`src/rtl/palu_pkg.sv`:
```
`timescale 1ns/1ps
package palu_pkg;
   localparam int OP_W   = 5;
   localparam int CC_W   = 3;
   localparam int FLAG_W = 3;

   typedef enum logic [OP_W-1:0] {
      OP_ADD  = 5'd0,
      OP_UADD = 5'd1,
      OP_SUB  = 5'd2,
      OP_USUB = 5'd3,
      OP_CMP  = 5'd4,
      OP_UCMP = 5'd5,
      OP_MUL  = 5'd6,
      OP_UMUL = 5'd7,
      OP_AND  = 5'd8,
      OP_OR   = 5'd9,
      OP_XOR  = 5'd10,
      OP_NOT  = 5'd11,
      OP_SHL  = 5'd12,
      OP_SHR  = 5'd13,
      OP_ASHR = 5'd14,
      OP_ROR  = 5'd15,
      OP_MOVR = 5'd16,
      OP_MFHI = 5'd17,
      OP_TEST = 5'd18
   } op_e;

   typedef enum logic [1:0] {
      SK_LEFT  = 2'd0,
      SK_RIGHT = 2'd1,
      SK_ARITH = 2'd2,
      SK_ROT   = 2'd3
   } shk_e;

   typedef struct packed {
      logic neg;
      logic zero;
      logic carry;
   } flags_t;

   function automatic logic op_writes(op_e op);
      case (op)
         OP_CMP, OP_UCMP, OP_TEST: return 1'b0;
         default:                  return (op <= OP_MFHI);
      endcase
   endfunction

   function automatic logic op_is_cmp(op_e op);
      return (op == OP_CMP) || (op == OP_UCMP);
   endfunction

   function automatic logic op_is_mul(op_e op);
      return (op == OP_MUL) || (op == OP_UMUL);
   endfunction
endpackage

```
`src/rtl/palu_cond.sv`:
```
`timescale 1ns/1ps
module palu_cond
   import palu_pkg::*;
(
   input  logic [CC_W-1:0] cond,
   input  flags_t          fl,
   input  logic            ext_ok,
   output logic            pass
);
   logic raw;

   always_comb begin
      case (cond)
         3'd0:    raw = 1'b1;
         3'd1:    raw = fl.zero;
         3'd2:    raw = !fl.zero;
         3'd3:    raw = fl.carry;
         3'd4:    raw = !fl.neg && !fl.zero;
         3'd5:    raw = !fl.neg;
         3'd6:    raw = fl.neg;
         default: raw = fl.neg || fl.zero;
      endcase
   end

   // extended conditions belong to the jump format only
   assign pass = raw && (ext_ok || !cond[CC_W-1]);
endmodule

```
`src/rtl/palu_shift.sv`:
```
`timescale 1ns/1ps
module palu_shift
   import palu_pkg::*;
#(
   parameter int DW = 16
)(
   input  logic [DW-1:0] val,
   input  logic [DW-1:0] amt,
   input  shk_e          kind,
   output logic [DW-1:0] out
);
   localparam int SHW = $clog2(DW);

   generate
      if ((1 << SHW) != DW || DW < 4)
         $error("palu_shift: DW must be a power of two of at least 4");
   endgenerate

   logic          left, rot, fill, over;
   logic [DW-1:0] src, raw;
   logic [DW-1:0] st [SHW+1];

   assign left = (kind == SK_LEFT);
   assign rot  = (kind == SK_ROT);
   assign fill = (kind == SK_ARITH) && val[DW-1];
   assign over = |amt[DW-1:SHW];

   // left shifts run through the right shifter on a mirrored word
   for (genvar i = 0; i < DW; i++) begin : g_mirror
      assign src[i] = left ? val[DW-1-i] : val[i];
      assign out[i] = left ? raw[DW-1-i] : raw[i];
   end

   assign st[0] = src;

   for (genvar k = 0; k < SHW; k++) begin : g_stage
      localparam int S = 1 << k;
      assign st[k+1] = amt[k]
                       ? {(rot ? st[k][S-1:0] : {S{fill}}), st[k][DW-1:S]}
                       : st[k];
   end

   assign raw = (over && !rot) ? {DW{fill}} : st[SHW];
endmodule

```
`src/rtl/palu_datapath.sv`:
```
`timescale 1ns/1ps
module palu_datapath
   import palu_pkg::*;
#(
   parameter int DW = 16
)(
   input  op_e           op,
   input  logic [DW-1:0] a,
   input  logic [DW-1:0] b,
   input  logic [DW-1:0] sh_res,
   input  logic [DW-1:0] hi_cur,
   output logic [DW-1:0] res,
   output flags_t        fl,
   output logic [DW-1:0] hi_new
);
   localparam int M  = DW - 1;
   localparam int PW = 2 * DW;

   logic [DW:0]   sum, dif;
   logic          add_ov, sub_ov, borrow;
   logic [PW-1:0] ps, pu;
   logic          c;

   assign sum    = {1'b0, a} + {1'b0, b};
   assign dif    = {1'b0, a} - {1'b0, b};
   assign borrow = dif[DW];
   assign add_ov = (a[M] == b[M]) && (sum[M] != a[M]);
   assign sub_ov = (a[M] != b[M]) && (dif[M] != a[M]);

   assign ps = $signed({{DW{a[M]}}, a}) * $signed({{DW{b[M]}}, b});
   assign pu = {{DW{1'b0}}, a} * {{DW{1'b0}}, b};

   always_comb begin
      res    = '0;
      c      = 1'b0;
      hi_new = '0;
      case (op)
         OP_ADD:  begin res = sum[M:0]; c = add_ov; end
         OP_UADD: begin res = sum[M:0]; c = sum[DW]; end
         OP_SUB,
         OP_CMP:  begin res = dif[M:0]; c = sub_ov; end
         OP_USUB,
         OP_UCMP: begin res = dif[M:0]; c = borrow; end
         OP_MUL: begin
            res    = ps[M:0];
            hi_new = ps[PW-1:DW];
            c      = (ps[PW-1:DW] != {DW{ps[M]}});
         end
         OP_UMUL: begin
            res    = pu[M:0];
            hi_new = pu[PW-1:DW];
            c      = (pu[PW-1:DW] != '0);
         end
         OP_AND:  res = a & b;
         OP_OR:   res = a | b;
         OP_XOR:  res = a ^ b;
         OP_NOT:  res = ~a;
         OP_SHL, OP_SHR, OP_ASHR, OP_ROR: res = sh_res;
         OP_MOVR: res = b;
         OP_MFHI: res = hi_cur;
         default: res = '0;
      endcase

      fl.carry = c;
      fl.zero  = (res == '0);
      case (op)
         OP_CMP:  fl.neg = dif[M] ^ sub_ov;
         OP_UCMP: fl.neg = borrow;
         default: fl.neg = res[M];
      endcase
   end
endmodule

```
`src/rtl/palu_top.sv`:
```
`timescale 1ns/1ps
module palu_top
   import palu_pkg::*;
#(
   parameter int DW = 16
)(
   input  logic                  clk,
   input  logic                  rst_n,
   input  logic                  in_valid_i,
   input  logic [OP_W-1:0]       op_i,
   input  logic [DW-1:0]         a_i,
   input  logic [DW-1:0]         b_i,
   input  logic [CC_W-1:0]       cond_i,
   input  logic                  upd_i,
   input  logic [FLAG_W-1:0]     flags_i,
   output logic                  valid_o,
   output logic                  cond_pass_o,
   output logic                  wr_en_o,
   output logic [DW-1:0]         result_o,
   output logic [FLAG_W-1:0]     flags_o,
   output logic [DW-1:0]         hi_o
);
   op_e           op;
   flags_t        fl_in, dp_fl;
   logic          pass, go, flag_upd;
   shk_e          kind;
   logic [DW-1:0] sh_res, dp_res, dp_hi;

   assign op    = op_e'(op_i);
   assign fl_in = flags_t'(flags_i);

   palu_cond u_cond (
      .cond   (cond_i),
      .fl     (fl_in),
      .ext_ok (op == OP_TEST),
      .pass   (pass)
   );

   always_comb begin
      case (op)
         OP_SHL:  kind = SK_LEFT;
         OP_ASHR: kind = SK_ARITH;
         OP_ROR:  kind = SK_ROT;
         default: kind = SK_RIGHT;
      endcase
   end

   palu_shift #(.DW(DW)) u_shift (
      .val  (a_i),
      .amt  (b_i),
      .kind (kind),
      .out  (sh_res)
   );

   palu_datapath #(.DW(DW)) u_dp (
      .op     (op),
      .a      (a_i),
      .b      (b_i),
      .sh_res (sh_res),
      .hi_cur (hi_o),
      .res    (dp_res),
      .fl     (dp_fl),
      .hi_new (dp_hi)
   );

   assign go       = in_valid_i && pass;
   assign flag_upd = go && (op_is_cmp(op) || (upd_i && op_writes(op)));

   always_ff @(posedge clk) begin
      if (!rst_n) begin
         valid_o     <= 1'b0;
         cond_pass_o <= 1'b0;
         wr_en_o     <= 1'b0;
         result_o    <= '0;
         flags_o     <= '0;
         hi_o        <= '0;
      end else begin
         valid_o     <= in_valid_i;
         cond_pass_o <= go;
         wr_en_o     <= go && op_writes(op);
         result_o    <= dp_res;
         flags_o     <= flag_upd ? dp_fl : flags_i;
         if (go && op_is_mul(op))
            hi_o <= dp_hi;
      end
   end

   assert_ext_block_R2: assert property (@(posedge clk) disable iff (!rst_n)
      (in_valid_i && cond_i[CC_W-1] && op != OP_TEST) |=> !cond_pass_o);

   assert_fail_quiet_R3: assert property (@(posedge clk) disable iff (!rst_n)
      (in_valid_i && !pass) |=> (!wr_en_o && flags_o == $past(flags_i)));

   assert_hi_hold_R3: assert property (@(posedge clk) disable iff (!rst_n)
      !(go && op_is_mul(op)) |=> $stable(hi_o));

   assert_cmp_nowr_R5: assert property (@(posedge clk) disable iff (!rst_n)
      (in_valid_i && op_is_cmp(op)) |=> !wr_en_o);

   assert_noupd_R6: assert property (@(posedge clk) disable iff (!rst_n)
      (in_valid_i && !upd_i && !op_is_cmp(op)) |=> flags_o == $past(flags_i));

   assert_strobe_R11: assert property (@(posedge clk) disable iff (!rst_n)
      !in_valid_i |=> (!valid_o && !wr_en_o));

   assert_test_quiet_R12: assert property (@(posedge clk) disable iff (!rst_n)
      (in_valid_i && op == OP_TEST) |=> (!wr_en_o && flags_o == $past(flags_i)));
endmodule

```
`config.mk`:
```
export PLATFORM = sky130hd
export DESIGN_NAME = palu_top
export DESIGN_NICKNAME = d
export VERILOG_FILES = /design/src/rtl/palu_pkg.sv /design/src/rtl/palu_cond.sv /design/src/rtl/palu_shift.sv /design/src/rtl/palu_datapath.sv /design/src/rtl/palu_top.sv
export SDC_FILE = /design/constraint.sdc
export NUM_CORES = 1
export LEC_CHECK = 0
export BUFFER_PORTS_ARGS = -buffer_cell sky130_fd_sc_hd__buf_4
export CAP_MARGIN = 40
export CORE_MARGIN = 3
export CORE_UTILIZATION = 56
export DETAILED_ROUTE_END_ITERATION = 16
export PLACE_DENSITY = 0.73
export SYNTH_ARGS = -nofsm -noshare
export SYNTH_HDL_FRONTEND = slang
export SYNTH_SLANG_ARGS = --single-unit
```
`constraint.sdc`:
```
create_clock -name clk -period 8.3 [get_ports clk]
set_input_delay 0 -clock clk [delete_from_list [all_inputs] [get_ports clk]]
set_output_delay 0 -clock clk [all_outputs]
set_load 0.005 [all_outputs]
```
==> impl_metrics.yaml <==
synthesis:
  synth-edff-count: 0
  ys_top_cells_by_count: "507 x inv_1, 369 x fa_1, 219 x nor2_1"
  yosysTopAreaCell: "fa_1"
  syn_inst: 2471
  ys_warn_count: 0
  synth_area_leaders: "fa_1 36%, ha_1 12%, inv_1 9.3%"
  ys_types: 91
  syn_avg_cell_area_sq_um: 8.28
  synth.top_cell.area_share_pct: 36.1
  syn_nets: 3088
  async_flop_share_pct: 0
  yosysMostFrequentCell: "inv_1"
  synth_ff_type: "dfxtp_1"
  synth-seq-area-share_pct: 3.72
  ys_seq_elements: 38
  synth_area_sq_mm: 0.0205
clock_tree:
  cts_sinks: 38
  cts_buffers: 5
  cts_tree: "yes"
  clock_path_buffers: 2
  path_clk_slew_ns: 0.07
  cts_resized: 0
  htree_levels: 2
  insertion_delay_ns: 0.30
  cts_root_buffer: "clkbuf_16"
sta:
  setup_violations: 0
  slew_viol_final: 0
  post-route-min-period_ns: 7.54
  whs_ns: 0.0165
  timing.fmax_mhz: 133
  fin_tns_setup_ns: 0
  post-route-period-util_pct: 90.9
  maxSlewHeadroom_pct: 37.3
  rsz0062_at_grt: "no"
  hold_violations: 0
  worst_slew_pin_slew_ns: 0.930
  clock_skew_ns: 0.00455
global_route:
  grt_pass1_wl_um: 117000
  track_usage_pct: 39.7
  grt_pass1_vias: 19600
  grt-ovfl-total: 0
  antenna_found_initial: 1
  grt_max_degree: 36
min_path:
  hold_start: "flags_i[1]"
  worst_hold_path_type: "in2reg"
detailed_routing:
  first_iter_violations: 1882
  wire_per_inst_um: 25.9
  vias_per_cell: 6.45
  drc_errors: 0
  vias: 19000
  final_antenna_net_count: 0
  first_pass_iters: 6
  routed_wl_um: 76600
placed_design:
  gp_congestion: 0.995
  dp_hpwl_um: 63400
  io_buffers: 84
  placed_cells: 2942
layout:
  fin_nets: 3107
  fin_cells: 2952
  fillers: 3211
  drive_gt1_share_pct: 7.31
  syn_to_final_growth_pct: 6.10
  diodes: 0
die:
  die_x_um: 197
  io_pins: 85
  placementRows: 69
  die_y_um: 197
  initial_core_util_pct: 57.1
  die_area_sq_mm: 0.0389
  coreArea_sq_mm: 0.0358
setup_path:
  slowest_stage: "nor4_1"
  worstPathMaxFanout: 16
  cpLargestDelayFamily: "adder cells"
  setup.worst_path.start: "a_i[10]"
  crit_top_cell: "fa_1"
  end_kind: "register"
  cp.arrival_ns: 7.73
  r2r_start: "hi_o[9]"
  critPathKind: "in2reg"
  path_buf_inv: 6
  start_kind: "input pin"
  slowest_delay_ns: 0.70
  crit_required_ns: 8.48
run_status:
  status: "finished clean"
run:
  drv_cap: 0
[layout by cell type (no fill, tap or decap), types with 13 or more instances in the layout]
cell type and n:
nand3_1 26, nor2b_1 13, nor2_1 219, nand2_1 216, clkinv_1 13, buf_4 111, mux4_2 13, a211oi_1 39
dfxtp_1 38, and2_1 14, a221oi_1 17, o21ai_0 79, xnor2_1 37, nor3_1 54, a21o_1 34, fa_1 369
o21a_1 14, ha_1 201, nand2b_1 21, o211ai_1 19, nand4_1 13, a31oi_1 16, xor2_1 20, or2_2 17
inv_1 507, a21oi_1 91, o22ai_1 17, a22oi_1 19
[metrics by stage]
| stage | area (sq um) | utilization [%] | setup slack (ns) |
|---|---|---|---|
| 3_5_place_dp | 21500 | 60.0 | 0.652 |
| 3_3_place_gp | 21500 | 60.0 | 0.720 |
| 4_1_cts | 21700 | 60.6 | 0.953 |
| 6_report | 21700 | 60.6 | 0.757 |
| 2_1_floorplan | 20500 | - | 1.39 |
| 5_1_grt | 21700 | 60.6 | 0.586 |
[worst reg2reg max path, cell delays in order, from the launching register on]
cell	delay, ns
dfxtp_1	0.38
a22oi_1	0.23
nand2_1	0.15
a2111oi_0	0.79
nor4bb_1	0.62
nand4_1	0.19
nor4_2	0.31
nand4b_1	0.22
o22ai_2	0.19
[layout make-up]
cell class	instances	area [sq um]	share of cell area, %
Clock buffer	5	125	0.576
Timing Repair Buffer	116	868	4.00
Inverter	521	1960	9.01
Sequential cell	38	761	3.50
Tap cell	461	577	2.66
Multi-Input combinational cell	1808	17400	79.9
Clock inverter	3	68.8	0.317
[layer usage]
| metal | global-route usage [%] | vias to the layer above | part of all wire [%] |
|---|---|---|---|
| li1 | - | 8152 | - |
| met1 | 49.6 | 9455 | 36 |
| met2 | 62.5 | 1141 | 46 |
| met3 | 9.43 | 279 | 11 |
| met4 | 24.5 | 2 | 7.9 |
| met5 | 0 | - | 0.017 |
[worst paths after layout]
path / end / depth (start not counted) / slack, ns
setup reg to reg: flags_o[1] / 8 / 5.15
hold / removal: flags_o[1] / 3 / 0.02
setup / recovery: flags_o[0] / 25 / 0.76
hold reg to reg: hi_o[2] / 2 / 0.60
[sequential cells by signal (all words and copies together), names as in the netlist]
register,count
hi_o,16
flags_o,3
wr_en_o,1
valid_o,1
result_o,16
cond_pass_o,1
[cell families (layout without fill, tap and decap cells)]
| kind of cell | after synthesis | count (layout) | share of synthesized area (%) |
|---|---|---|---|
| and+or+nand+nor | 670 | 670 | 15.1 |
| buffers and inverters | 625 | 645 | 11.6 |
| adders and majority gates | 570 | 570 | 48.4 |
| AOI/OAI and AO/OA | 482 | 482 | 16.6 |
| xor gates and xnor gates | 57 | 57 | 2.44 |
| DFF | 38 | 38 | 3.72 |
| muxes | 29 | 29 | 2.24 |
[timing repair]
| action | 4_1_cts | 5_1_grt |
|---|---|---|
| hold endpoints to repair | 2 | 0 |
| hold buffers | 2 | 0 |
| setup buffers | 0 | 0 |
| endpoints found under the setup margin | 0 | 0 |
Power is not shown: default switching activity piles up to over one toggle a cycle in this logic, so the estimate is an artifact.
